[src/rtl/segvga_pkg.sv]
package segvga_pkg;

  localparam int CELL_W     = 48;
  localparam int CELL_H     = 80;
  localparam int SEG_T      = 6;
  localparam int CELL_PITCH = 56;
  localparam int MID_Y      = CELL_H / 2 - SEG_T / 2;

  typedef struct packed {
    logic hVis;
    logic vVis;
    logic hSync;
    logic vSync;
  } rasterCtl_t;

  // Field code to segment pattern, bit 0 = a ... bit 6 = g.
  function automatic logic [6:0] codeToSeg(input logic [7:0] code);
    logic [6:0] seg;
    if (code[7]) begin
      seg = code[6:0];
    end else begin
      case (code[3:0])
        4'd0:    seg = 7'h3F;
        4'd1:    seg = 7'h06;
        4'd2:    seg = 7'h5B;
        4'd3:    seg = 7'h4F;
        4'd4:    seg = 7'h66;
        4'd5:    seg = 7'h6D;
        4'd6:    seg = 7'h7D;
        4'd7:    seg = 7'h07;
        4'd8:    seg = 7'h7F;
        4'd9:    seg = 7'h6F;
        default: seg = 7'h00;
      endcase
    end
    return seg;
  endfunction

  // Shared segment engine: is local pixel (lx,ly) on a lit segment.
  function automatic logic segLit(input logic [5:0] lx, input logic [6:0] ly,
                                  input logic [6:0] seg);
    int x;
    int y;
    logic midSpan;
    logic leftCol;
    logic rightCol;
    logic upper;
    logic lower;
    x        = int'(lx);
    y        = int'(ly);
    midSpan  = (x >= SEG_T) && (x < CELL_W - SEG_T);
    leftCol  = (x < SEG_T);
    rightCol = (x >= CELL_W - SEG_T) && (x < CELL_W);
    upper    = (y >= SEG_T) && (y < MID_Y);
    lower    = (y >= MID_Y + SEG_T) && (y < CELL_H - SEG_T);
    return (seg[0] && midSpan && (y < SEG_T))
        || (seg[1] && rightCol && upper)
        || (seg[2] && rightCol && lower)
        || (seg[3] && midSpan && (y >= CELL_H - SEG_T) && (y < CELL_H))
        || (seg[4] && leftCol && lower)
        || (seg[5] && leftCol && upper)
        || (seg[6] && midSpan && (y >= MID_Y) && (y < MID_Y + SEG_T));
  endfunction

endpackage

[src/rtl/segvga_timing.sv]
module segvga_timing
  import segvga_pkg::*;
#(
  parameter int H_VIS = 640,
  parameter int H_SS  = 656,
  parameter int H_SE  = 752,
  parameter int H_TOT = 800,
  parameter int V_VIS = 480,
  parameter int V_SS  = 490,
  parameter int V_SE  = 492,
  parameter int V_TOT = 521,
  parameter int CNT_W = 10
) (
  input  logic             clk,
  input  logic             rst,
  output logic [CNT_W-1:0] hCnt,
  output logic [CNT_W-1:0] vCnt,
  output rasterCtl_t       ctl
);

  localparam logic [CNT_W-1:0] H_LAST = CNT_W'(H_TOT - 1);
  localparam logic [CNT_W-1:0] V_LAST = CNT_W'(V_TOT - 1);

  always_ff @(posedge clk) begin
    if (rst) begin
      hCnt <= '0;
      vCnt <= '0;
    end else if (hCnt == H_LAST) begin
      hCnt <= '0;
      vCnt <= (vCnt == V_LAST) ? '0 : vCnt + 1'b1;
    end else begin
      hCnt <= hCnt + 1'b1;
    end
  end

  always_comb begin
    ctl.hVis  = hCnt < CNT_W'(H_VIS);
    ctl.vVis  = vCnt < CNT_W'(V_VIS);
    ctl.hSync = (hCnt >= CNT_W'(H_SS)) && (hCnt < CNT_W'(H_SE));
    ctl.vSync = (vCnt >= CNT_W'(V_SS)) && (vCnt < CNT_W'(V_SE));
  end

  // the pixel count returns to zero after the last clock of a line
  a_r1_line_wrap: assert property (@(posedge clk) disable iff (rst)
    hCnt == H_LAST |=> hCnt == '0);

  // the line count steps by one at each line wrap inside a frame
  a_r2_line_step: assert property (@(posedge clk) disable iff (rst)
    (hCnt == H_LAST && vCnt != V_LAST) |=> vCnt == $past(vCnt) + CNT_W'(1));

endmodule

[src/rtl/segvga_pixel.sv]
module segvga_pixel
  import segvga_pkg::*;
#(
  parameter int CNT_W      = 10,
  parameter int X0         = 64,
  parameter int Y0         = 200,
  parameter int NUM_DIGITS = 7,
  parameter int RES_DIGITS = 3
) (
  input  logic                    clk,
  input  logic                    rst,
  input  logic [CNT_W-1:0]        hCnt,
  input  logic [CNT_W-1:0]        vCnt,
  input  rasterCtl_t              ctl,
  input  logic [NUM_DIGITS*8-1:0] digits,
  input  logic                    signNeg,
  input  logic                    overflow,
  output logic                    hsyncN,
  output logic                    vsyncN,
  output logic                    blank,
  output logic [2:0]              rgb
);

  localparam int NCELLS    = NUM_DIGITS + 1;
  localparam int SIGN_CELL = NUM_DIGITS - RES_DIGITS;

  logic [NCELLS-1:0] hitC;
  logic [NCELLS-1:0] resC;
  logic [5:0]        lxC  [NCELLS];
  logic [6:0]        patC [NCELLS];

  for (genvar c = 0; c < NCELLS; c++) begin : g_cell
    localparam int BASE = X0 + c * CELL_PITCH;
    assign hitC[c] = (hCnt >= CNT_W'(BASE)) && (hCnt < CNT_W'(BASE + CELL_W));
    assign lxC[c]  = 6'(hCnt - CNT_W'(BASE));
    assign resC[c] = (c >= SIGN_CELL);
    if (c < SIGN_CELL) begin : g_lead
      assign patC[c] = codeToSeg(digits[8*c +: 8]);
    end else if (c == SIGN_CELL) begin : g_sign
      assign patC[c] = signNeg ? 7'h40 : 7'h00;
    end else begin : g_res
      assign patC[c] = codeToSeg(digits[8*(c-1) +: 8]);
    end
  end

  logic [5:0] selLx;
  logic [6:0] selPat;
  logic       selRes;
  logic       rowHit;
  logic [6:0] ly;
  logic       lit;
  logic       blankNext;

  always_comb begin
    selLx  = '0;
    selPat = '0;
    selRes = 1'b0;
    for (int c = 0; c < NCELLS; c++) begin
      if (hitC[c]) begin
        selLx  = lxC[c];
        selPat = patC[c];
        selRes = resC[c];
      end
    end
  end

  assign rowHit    = (vCnt >= CNT_W'(Y0)) && (vCnt < CNT_W'(Y0 + CELL_H));
  assign ly        = 7'(vCnt - CNT_W'(Y0));
  assign lit       = rowHit && (|hitC) && segLit(selLx, ly, selPat);
  assign blankNext = !(ctl.hVis && ctl.vVis);

  always_ff @(posedge clk) begin
    if (rst) begin
      hsyncN <= 1'b1;
      vsyncN <= 1'b1;
      blank  <= 1'b1;
      rgb    <= 3'b000;
    end else begin
      hsyncN <= !ctl.hSync;
      vsyncN <= !ctl.vSync;
      blank  <= blankNext;
      if (blankNext || !lit)          rgb <= 3'b000;
      else if (overflow && selRes)    rgb <= 3'b100;
      else                            rgb <= 3'b111;
    end
  end

  // a horizontal sync pulse only occurs in blanking
  a_r3_hsync_in_blank: assert property (@(posedge clk) disable iff (rst)
    !hsyncN |-> blank);

  // a vertical sync pulse only occurs in blanking
  a_r2_vsync_in_blank: assert property (@(posedge clk) disable iff (rst)
    !vsyncN |-> blank);

  // only black, white or red reach the pins
  a_r9_palette: assert property (@(posedge clk) disable iff (rst)
    (rgb == 3'b000) || (rgb == 3'b111) || (rgb == 3'b100));

endmodule

[src/rtl/segvga_top.sv]
module segvga_top #(
  parameter int H_VIS      = 640,
  parameter int H_SS       = 656,
  parameter int H_SE       = 752,
  parameter int H_TOT      = 800,
  parameter int V_VIS      = 480,
  parameter int V_SS       = 490,
  parameter int V_SE       = 492,
  parameter int V_TOT      = 521,
  parameter int X0         = 64,
  parameter int Y0         = 200,
  parameter int NUM_DIGITS = 7,
  parameter int RES_DIGITS = 3
) (
  input  logic                    clk,
  input  logic                    rst,
  input  logic [NUM_DIGITS*8-1:0] digits,
  input  logic                    signNeg,
  input  logic                    overflow,
  output logic                    hsyncN,
  output logic                    vsyncN,
  output logic                    blank,
  output logic [2:0]              rgb
);

  localparam int CNT_W = $clog2((H_TOT > V_TOT) ? H_TOT : V_TOT);

  logic [CNT_W-1:0]      hCnt;
  logic [CNT_W-1:0]      vCnt;
  segvga_pkg::rasterCtl_t ctl;

  segvga_timing #(
    .H_VIS(H_VIS), .H_SS(H_SS), .H_SE(H_SE), .H_TOT(H_TOT),
    .V_VIS(V_VIS), .V_SS(V_SS), .V_SE(V_SE), .V_TOT(V_TOT),
    .CNT_W(CNT_W)
  ) u_timing (
    .clk(clk), .rst(rst), .hCnt(hCnt), .vCnt(vCnt), .ctl(ctl)
  );

  segvga_pixel #(
    .CNT_W(CNT_W), .X0(X0), .Y0(Y0),
    .NUM_DIGITS(NUM_DIGITS), .RES_DIGITS(RES_DIGITS)
  ) u_pixel (
    .clk(clk), .rst(rst), .hCnt(hCnt), .vCnt(vCnt), .ctl(ctl),
    .digits(digits), .signNeg(signNeg), .overflow(overflow),
    .hsyncN(hsyncN), .vsyncN(vsyncN), .blank(blank), .rgb(rgb)
  );

endmodule

[config.mk]
export PLATFORM = sky130hd
export DESIGN_NAME = segvga_top
export DESIGN_NICKNAME = d
export VERILOG_FILES = /design/src/rtl/segvga_pkg.sv /design/src/rtl/segvga_timing.sv /design/src/rtl/segvga_pixel.sv /design/src/rtl/segvga_top.sv
export SDC_FILE = /design/constraint.sdc
export NUM_CORES = 1
export LEC_CHECK = 0
export ABC_CLOCK_PERIOD_IN_PS = 4100
export BUFFER_PORTS_ARGS = -buffer_cell sky130_fd_sc_hd__clkbuf_2
export CORE_ASPECT_RATIO = 2
export CORE_MARGIN = 4
export CORE_UTILIZATION = 55
export CTS_BUF_LIST = sky130_fd_sc_hd__clkbuf_8
export CTS_CLUSTER_SIZE = 16
export DETAILED_ROUTE_END_ITERATION = 10
export PLACE_DENSITY = 0.78
export SETUP_SLACK_MARGIN = 0.4
export SYNTH_ARGS = -nofsm -noshare
export SYNTH_HDL_FRONTEND = slang
export SYNTH_SLANG_ARGS = --single-unit
[constraint.sdc]
create_clock -name clk -period 4.1 [get_ports clk]
set_input_delay 0.41 -clock clk [delete_from_list [all_inputs] [get_ports clk]]
set_output_delay 0.41 -clock clk [all_outputs]
set_load 0.02 [all_outputs]
# --- Yosys cells after proc, flatten, opt, wreduce, memory -nomap -nowiden ---
# Memory sizes are Yosys's and may differ from the RTL's.
# Cells that the tools add are included.
totals:
  reg_bits: 26
  mem_bits_ro: 784
  elab_cells: 143
  out_inout_bits: 6
  n_memories: 7
op_classes:
  eq_ne: 2
  mux: 30
  n_addsub: 11
  order_cmp: 38
  n_reduce_logical: 49
mem_list:
  columns: ["name", "words", "word_bits", "read_ports", "rd_clocked_by_memory_dff", "wr", "line_no", "text"]
  rows:
  - ["(no name shown)", 16, 7, 1, 0, 0, "segvga_pkg.sv:22", "case (code[3:0])"]
  - ["(no name shown)", 16, 7, 1, 0, 0, "segvga_pkg.sv:22", null]
  - ["(no name shown)", 16, 7, 1, 0, 0, "segvga_pkg.sv:22", null]
  - ["(no name shown)", 16, 7, 1, 0, 0, "segvga_pkg.sv:22", null]
  - ["(no name shown)", 16, 7, 1, 0, 0, "segvga_pkg.sv:22", null]
  - ["(no name shown)", 16, 7, 1, 0, 0, "segvga_pkg.sv:22", null]
  - ["1 more memories", null, null, null, null, null, null, null]
ops:
  columns: ["operator", "n"]
  rows:
  - ["$mux 7", 16]
  - ["$lt 10x9->1 const B", 8]
  - ["$ge 10x9->1 const B", 5]
  - ["$mux 6", 8]
  - ["$logic_and 1x1->1", 35]
  - ["$ge 10x8->1 const B", 3]
  - ["$sub 6x6->6 const B", 4]
  - ["$add 10x1->10 const B", 2]
  - ["$eq 10x10->1 const B", 2]
  - ["$ge 10x7->1 const B", 2]
  - ["$lt 10x10->1 const B", 2]
  - ["$lt 10x8->1 const B", 2]
  - ["$ge 7x6->1 const B", 2]
  - ["$lt 7x6->1 const B", 2]
  - ["$lt 7x7->1 const B", 2]
  - ["$lt 6x6->1 const B", 2]
  - ["$sub 6x5->6 const B", 2]
  - ["$ge 10x10->1 const B", 1]
  - ["$lt 10x7->1 const B", 1]
  - ["$mux 10", 1]
  - ["$reduce_or 8->1", 1]
  - ["$ge 7x3->1 const B", 1]
  - ["$ge 7x7->1 const B", 1]
  - ["$logic_or 1x1->1", 7]
  - ["other kinds (11)", 18]

# --- Longest topological paths before layout ---
# Gate-level depths: netlist (run 1).
logic_depth:
  depth_word: 24
  mapped_depth: 13
  mapped_depth_nobuf: 11

# --- Hierarchy ---
# A second synthesis (run 1) with hierarchy kept.
hier_totals:
  hier_cells: 582
  area_unflattened_um2: 4236.6
modules_own_cells:
  columns: ["module", "area_each_um2", "seq_area_each_um2", "n_inst", "cells_each"]
  rows:
  - ["segvga_pixel", 3228.1, 100.1, 1, 466]
  - ["segvga_timing", 1008.5, 400.4, 1, 116]

# --- Worst setup path before layout (run 1) ---
# Ideal clock, no wire load.
synth_path:
  kind: "reg-to-reg"
  from: "reg u_timing.hCnt[5]"
  to: "reg u_pixel.rgb[1]"
  setup_time_ns: 0.129
  stages_incl_launch_ff: 13
  required_ns: 3.971
  period_less_slack_ns: 3.129
  path_slack_ns: 0.971
  arrival_ns: 3.000
  cell_sequence: "dfxtp_1 > clkbuf_1 > inv_1 > ha_1 > a21bo_2 > or4_1 > and2_4 > o31ai_2 > a211oi_1 > a221oi_2 > or3b_1 > a31oi_1 > a221oi_1"
synth_via:
  elab_chain_cells: 24
synth_rtl:
  columns: ["element", "line_no", "text"]
  rows:
  - ["start, declared", "segvga_timing.sv:16", "output logic [CNT_W-1:0] hCnt,"]
  - ["start signal, assigned", "segvga_timing.sv:32", "hCnt <= hCnt + 1'b1;"]
  - ["$ge 10x7->1 / $lt 10x7->1 (equally long branches)", "segvga_pixel.sv:34", "assign hitC[c] = (hCnt >= CNT_W'(BASE)) && (hCnt < CNT_W'(BASE + CELL_W));"]
  - ["$logic_and 1x1->1", "segvga_pixel.sv:34", null]
  - ["$mux 6 (8 in series)", "segvga_pixel.sv:59", "if (hitC[c]) begin"]
  - ["$ge 6x3->1 (tied with other cells)", "segvga_pkg.sv:51", "midSpan = (x >= SEG_T) && (x < CELL_W - SEG_T);"]
  - ["$logic_and 1x1->1, on equally long branches", "segvga_pkg.sv:51, segvga_pkg.sv:53", null]
  - ["$logic_and 1x1->1, on equally long branches (2 in series)", "segvga_pkg.sv:56, segvga_pkg.sv:57", null]
  - ["$logic_or 1x1->1", "segvga_pkg.sv:57", "|| (seg[1] && rightCol && upper)"]
  - ["$logic_or 1x1->1", "segvga_pkg.sv:58", "|| (seg[2] && rightCol && lower)"]
  - ["$logic_or 1x1->1", "segvga_pkg.sv:59", "|| (seg[3] && midSpan && (y >= CELL_H - SEG_T) && (y < CELL_H))"]
  - ["$logic_or 1x1->1", "segvga_pkg.sv:60", "|| (seg[4] && leftCol && lower)"]
  - ["$logic_or 1x1->1", "segvga_pkg.sv:61", "|| (seg[5] && leftCol && upper)"]
  - ["$logic_or 1x1->1", "segvga_pkg.sv:62", "|| (seg[6] && midSpan && (y >= MID_Y) && (y < MID_Y + SEG_T));"]
  - ["$logic_and 1x1->1", "segvga_pixel.sv:69", "assign lit = rowHit && (|hitC) && segLit(selLx, ly, selPat);"]
  - ["$logic_not 1->1", "segvga_pixel.sv:82", "if (blankNext || !lit) rgb <= 3'b000;"]
  - ["$logic_or 1x1->1", "segvga_pixel.sv:82", null]
  - ["$reduce_or 2->1 (no line)", null, null]
  - ["end signal, assigned", "segvga_pixel.sv:82", null]
  - ["end signal, assigned", "segvga_pixel.sv:83", "else if (overflow && selRes) rgb <= 3'b100;"]
  - ["end signal, assigned", "segvga_pixel.sv:84", "else rgb <= 3'b111;"]
  - ["end, declared", "segvga_pixel.sv:21", "output logic [2:0] rgb"]
# Several ways; a longest one is shown, not always the timed one.
# A chain may end at the register's enable or synchronous reset.

# --- Worst setup path after layout (run 1) ---
# Ends and elaborated chain as after synthesis.

==> results of run 1 <==
-- per-layer routing --
metal	vias to the layer above	GRT usage, %
met4	0	19.9
met2	143	52.2
met1	2101	25.9
met3	58	2.99
met5	-	0
li1	2203	-
-- stage by stage --
step / hold slack, ps / cells / util (%)
4_1_cts: 321 / 722 / 61.9
6_report: 328 / 722 / 62.0
3_3_place_gp: 495 / 718 / 61.3
5_1_grt: 322 / 722 / 62.0
2_1_floorplan: 465 / 590 / -
3_5_place_dp: 518 / 718 / 61.3
-- registers in the layout, summed over array words and instances (netlist names) --
name / cells
u_pixel.vsyncN: 1
u_pixel.blank: 1
u_timing.hCnt: 10
u_timing.vCnt: 10
u_pixel.rgb: 2
u_pixel.hsyncN: 1
-- cell type report --
class | instances | share of cell area, %
Clock buffer | 3 | 0.910
Sequential cell | 25 | 11.1
Timing Repair Buffer | 68 | 7.67
Inverter | 42 | 3.47
Multi-Input combinational cell | 491 | 74.2
Clock inverter | 1 | 0.165
Tap cell | 92 | 2.54
-- placed cells by master, fill, tap and decap left out, types with 4 or more instances in the layout --
cell type	Yosys	final
nor2_1	63	63
a311oi_1	4	4
o2111ai_1	5	5
xor2_1	4	4
nand4_1	8	8
nor3_1	12	12
mux2i_1	8	8
nand2_1	49	49
a211oi_1	8	8
nor2b_1	15	15
nor3b_1	4	4
dfxtp_1	25	24
and2_1	5	5
o211ai_1	5	5
a21oi_1	51	51
a22oi_1	4	4
xnor2_1	15	15
a221oi_1	10	10
or3_1	4	4
o21ai_0	45	45
or2_2	5	5
ha_1	61	61
a21o_1	9	9
inv_1	42	42
clkbuf_2	0	65
nand2b_1	13	13
nand3_1	19	19
nor4b_1	6	6
-- worst max-delay path, delay by kind of cell, from the launching register on --
family / cells / cell delay, ps
AND/OR/NAND/NOR: 3 / 1070
flip-flops: 1 / 450
adder cells (fa/ha/maj): 1 / 330
AO/OA/AOI/OAI: 6 / 1270
buffers and inverters: 1 / 270
-- power by group through the flow --
stage,Combinational (W),Clock (W),Sequential (W)
6_report,0.000180,0.000153,0.000252
5_1_grt,0.000202,0.000167,0.000253
2_1_floorplan,0.000112,0,0.000255
3_3_place_gp,0.000171,0,0.000258
4_1_cts,0.000178,0.000158,0.000252
3_5_place_dp,0.000177,0,0.000258
-- synthesized netlist by cell type (7+ instances only) --
cell and n:
ha_1 61, nand4_1 8, a21o_1 9, dfxtp_1 25, a221oi_1 10, a21oi_1 51
nor3_1 12, inv_1 42, a211oi_1 8, o21ai_0 45, xnor2_1 15, clkbuf_1 23
mux2i_1 8, nand2_1 49, nor2b_1 15, nand3_1 19, buf_2 7, nor2_1 63
nand2b_1 13
-- final timing paths --
path                                        from          endpoint  slack [ps]  cells past startpoint
worst max-delay path            u_timing.hCnt[5]    u_pixel.rgb[1]         590                     11
worst min-delay path                    overflow    u_pixel.rgb[1]         330                      2
worst max register to register  u_timing.hCnt[5]    u_pixel.rgb[1]         590                     11
worst min register to register  u_timing.vCnt[9]  u_timing.vCnt[9]         520                      2
-- cell families after synthesis --
logic type | after synthesis
AND/OR/NAND/NOR | 218
AO/OA/AOI/OAI | 183
buffers and inverters | 74
adder cells (fa/ha/maj) | 61
flip-flops | 25
XOR/XNOR | 19
multiplexers | 10
==> metrics.txt, run 1 <==
status finished, final reports clean; core area 0.00732 mm^2; Post-Synth Simple-Gate Area 26.5%; gpl congestion 0.924; hpwl dp 10200 um; fillers 706; relative max-transition margin 57.7%; global route overflow 0; initial antenna violation count 0; adder-cell share of the synthesized area 18.4%; post-synthesis sequential area ratio 12.0%; P per Cell Area 129 mW/mm^2; Synth Area in Compound Gates 29.4%; sw frac 34.0%; Hold Vio Cnt, Final 0; vias in the first global route 4417; Synth Net Count 711; Final nets 752; clock tree buffer depth 2; Worst setup EP type flop; max frequency 285 MHz; Avg Inst Size Synth 7.05 um^2; routed wire length 12400 um; Synth async-reset ratio 0%; Syn Inst Count 590; wire length on met1 4390 um; Finish-stage setup viols 0; Chip Width 69.5 um; Main synth FF type dfxtp_1; setup bufs post-CTS 0; DRT iter0 DRCs 205; uppermost routed layer met4; Total Routing Usage GR 27.0%; switching power total 0.000199 W; PortBufs 65; Reg power frac 43.1%; CTS root buf clkbuf_8; fin crit share 85.6%; n_diodes 0; dpl ws 659 ps; Leak Pwr 2.00 nW; CTS Hold Bufs 0; final worst clock skew 7.47 ps; CP startpoint kind flop; area post-placement 0.00449 mm^2; Max-Cap Viols 0; WL met2 6760 um; layout overhead on the synthesized area 9.12%; Worst VDD drop 0.232 mV; Int Power 0.000386 W; final setup margin 591 ps; met3 WL 474 um; Vias 4505; Syn Std Cell Area 0.00416 mm^2; Least-Margin Pin Slew 618 ps; design area 0.00454 mm^2; fin crit period 3510 ps; Synth top area share 18.4%; Cell Rows 44; Via density 6.24; Clk pin slew, worst setup/hold paths 90 ps; RSZ-0062 raised after global routing no; CTS resizes 0; maximum number of pins on one net before global-route repair 16; CTS Sinks 25; Yosys top cell by area ha_1; Detailed Routing Iterations Pass 1 4; CTS tree yes; die area 0.00910 mm^2; Storage cell area 502 um^2; XOR/XNOR Fraction of Synth Area 4.00%; largest family of logic cells by synthesized area compound AO/OA/AOI/OAI gates; # DRC 0; Synth warnings 0; Hold Path Class in2reg; Req. time, crit path 4260 ps; Slew Limit Fails 0; Cell Chain, Critical Path inv_1, ha_1, a21bo_2, or4_1, and2_4, o31ai_2, a211oi_1, a221oi_2, or3b_1, a31oi_1, a221oi_1; first-pass GRT wire length 20100 um; Cell variety after synth 70; Post-synth EDFFs 0; H-tree Lvls 1; area of the multi-input gates 0.00337 mm^2; clock latency at the later pin of the worst-skew pair 280 ps; clock network power share 26.1%; DRT antenna net count 0; CP max stage cell or4_1; initial core utilization 56.8%; chip height 131 um; drt wl/cell 17.2 um; Max Fanout on Critical Path 12; setup TNS 0 ps; post-synthesis mux area share 2.47%; # IOs 66; CP Data Arrival Time 3670 ps; Crit path largest cell delay 470 ps; share of layout cells above drive strength 1 14.3%; Comb power frac 30.8%; CTS Buf Count 3; Crit Path Class reg2reg; synthesis-stage register bit count 25; Total Power 0.000585 W; dominant cells by area after synthesis ha_1 18%, dfxtp_1 12%, a21oi_1 6.1%, nor2_1 5.7%, o21ai_0 5.4%
Note: power is estimated with default switching activity, not from simulation.
==> run 2, diff against run 1 <==
ABC_CLOCK_PERIOD_IN_PS = 4000   (was 4100)
clock period = 4 ns   (was 4.1 ns; I/O delays follow)
==> run 2 against run 1 <==
  * Routed wire length decreased by 0.13%
  * Maximum frequency increased by 2.2%
  * Cell area increased by 0.11%
  * Via count increased by 1.3%
  * Cell count unchanged
  * Global-route usage decreased by 0.084 points
  * Worst setup slack got worse by 24 ps
  * Power increased by 2.7%
  * Combinational power increased by 3%
  * Flip-flop and latch count unchanged
  * First-iteration DRC count increased by 45%
  * Largest power group unchanged
==> metrics.txt, run 2 (synthesis gave the netlist of run 1 again) <==
die area 0.00910 mm^2 (unchanged); global route overflow 0 (unchanged); area post-placement 0.00449 mm^2 (unchanged); CP startpoint kind flop; most frequent cells in the layout 65 x clkbuf_2, 63 x nor2_1, 61 x ha_1, 51 x a21oi_1, 49 x nand2_1; Via density 6.32 (+1.3%); Hold Vio Cnt, Final 0 (unchanged); # IOs 66 (unchanged); Worst setup EP type flop; largest registers u_timing.hCnt (10), u_timing.vCnt (10), u_pixel.rgb (2); final worst clock skew 3.96 ps (-3.51 ps); design area 0.00454 mm^2 (+0.11%); n_diodes 0 (unchanged); CTS resizes 0 (unchanged); max frequency 291 MHz (+2.2%); Final nets 752 (unchanged); share of layout cells above drive strength 1 14.8% (+0.48 points); H-tree Lvls 1 (unchanged); clock tree buffer depth 2 (unchanged); Worst VDD drop 0.274 mV (+18%); Clk pin slew, worst setup/hold paths 90 ps (about the same); CTS root buf clkbuf_8; chip height 131 um (unchanged); gpl congestion 0.925 (about the same); Chip Width 69.5 um (unchanged); Vias 4563 (+1.3%); Hold Path Class in2reg; initial antenna violation count 0 (unchanged); drt wl/cell 17.2 um (-0.13%); Detailed Routing Iterations Pass 1 5 (+1); fin crit period 3430 ps (-75.7 ps); core area 0.00732 mm^2 (unchanged); Leak Pwr 2.00 nW (about the same); Slew Limit Fails 0 (unchanged); most common cell after layout, fill and taps aside clkbuf_2; Cell Rows 44 (unchanged); status finished, final reports clean; Max Fanout on Critical Path 10 (-2); P per Cell Area 132 mW/mm^2 (+2.6%); setup TNS 0 ps (unchanged); PortBufs 65 (unchanged); fillers 716 (+1.4%); fin crit share 85.8% (+0.25 points); routed wire length 12400 um (-0.13%); clock latency at the later pin of the worst-skew pair 280 ps (about the same); Req. time, crit path 4160 ps (-100 ps); hpwl dp 10200 um (-0.25%); area of the multi-input gates 0.00337 mm^2 (about the same); vias in the first global route 4392 (-0.57%); Least-Margin Pin Slew 721 ps (+102 ps); DRT antenna net count 0 (unchanged); maximum number of pins on one net before global-route repair 16 (unchanged); first-pass GRT wire length 20100 um (+0.13%); Storage cell area 502 um^2 (unchanged); DRT iter0 DRCs 298 (+45%); CTS Sinks 25 (unchanged); CTS Hold Bufs 0 (unchanged); # DRC 0 (unchanged); CP Data Arrival Time 3600 ps (-70 ps); Finish-stage setup viols 0 (unchanged); initial core utilization 56.8% (unchanged); RSZ-0062 raised after global routing no; Crit Path Class reg2reg; CTS tree yes; CTS Buf Count 3 (unchanged); Max-Cap Viols 0 (unchanged); Total Routing Usage GR 26.9% (-0.084 points); relative max-transition margin 50.7% (-7.0 points); layout overhead on the synthesized area 9.24%; setup bufs post-CTS 0 (unchanged)
## run 2: critical path, cell delays in order, from the launching register on
cell	delay, ps
dfxtp_1	470
clkinvlp_4	290
ha_1	270
a21bo_2	190
or4_1	470
and2_4	210
o31ai_2	180
a211oi_1	80
a221oi_2	400
or3b_1	380
a31oi_1	240
a221oi_1	110
## run 2: cell type report
cell class	instances	area share, %
clock inverter	1	0.165
timing repair buffer	68	7.66
tap	92	2.53
multi-input combinational	491	74.1
inverter	42	3.55
sequential	25	11.0
clock buffer	3	0.909
## run 2: metrics by stage
step / cells / hold WS, ps / total power (W) / util [%] / setup slack [ps]
2_1_floorplan: 590 / 465 / 0.000376 / - / 871
3_3_place_gp: 718 / 495 / 0.000439 / 61.3 / 624
3_5_place_dp: 718 / 521 / 0.000446 / 61.3 / 551
4_1_cts: 722 / 305 / 0.000603 / 61.9 / 521
5_1_grt: 722 / 304 / 0.000638 / 62.0 / 406
6_report: 722 / 309 / 0.000601 / 62.0 / 567
## run 2: worst paths after layout
| check | start | slack, ps | to | cells past startpoint |
|---|---|---|---|---|
| worst min register to register | u_timing.vCnt[9] | 540 | u_timing.vCnt[9] | 2 |
| worst max register to register | u_timing.hCnt[4] | 570 | u_pixel.rgb[1] | 11 |
| worst max-delay path | u_timing.hCnt[4] | 570 | u_pixel.rgb[1] | 11 |
| worst min-delay path | overflow | 310 | u_pixel.rgb[1] | 2 |
## run 2: where the power goes
part / total [W] / switching, W / internal, W
Combinational: 0.000185 / 0.000111 / 0.0000731
Sequential: 0.000259 / 0.00000670 / 0.000252
Clock: 0.000158 / 0.0000868 / 0.0000709
## run 2: layer usage
layer	up-vias	track usage [%]	routed length (um)
met4	0	18.1	800
met1	2127	26.0	4340
met5	-	0	0
met2	178	52.6	6690
met3	56	3.06	598
li1	2202	-	-
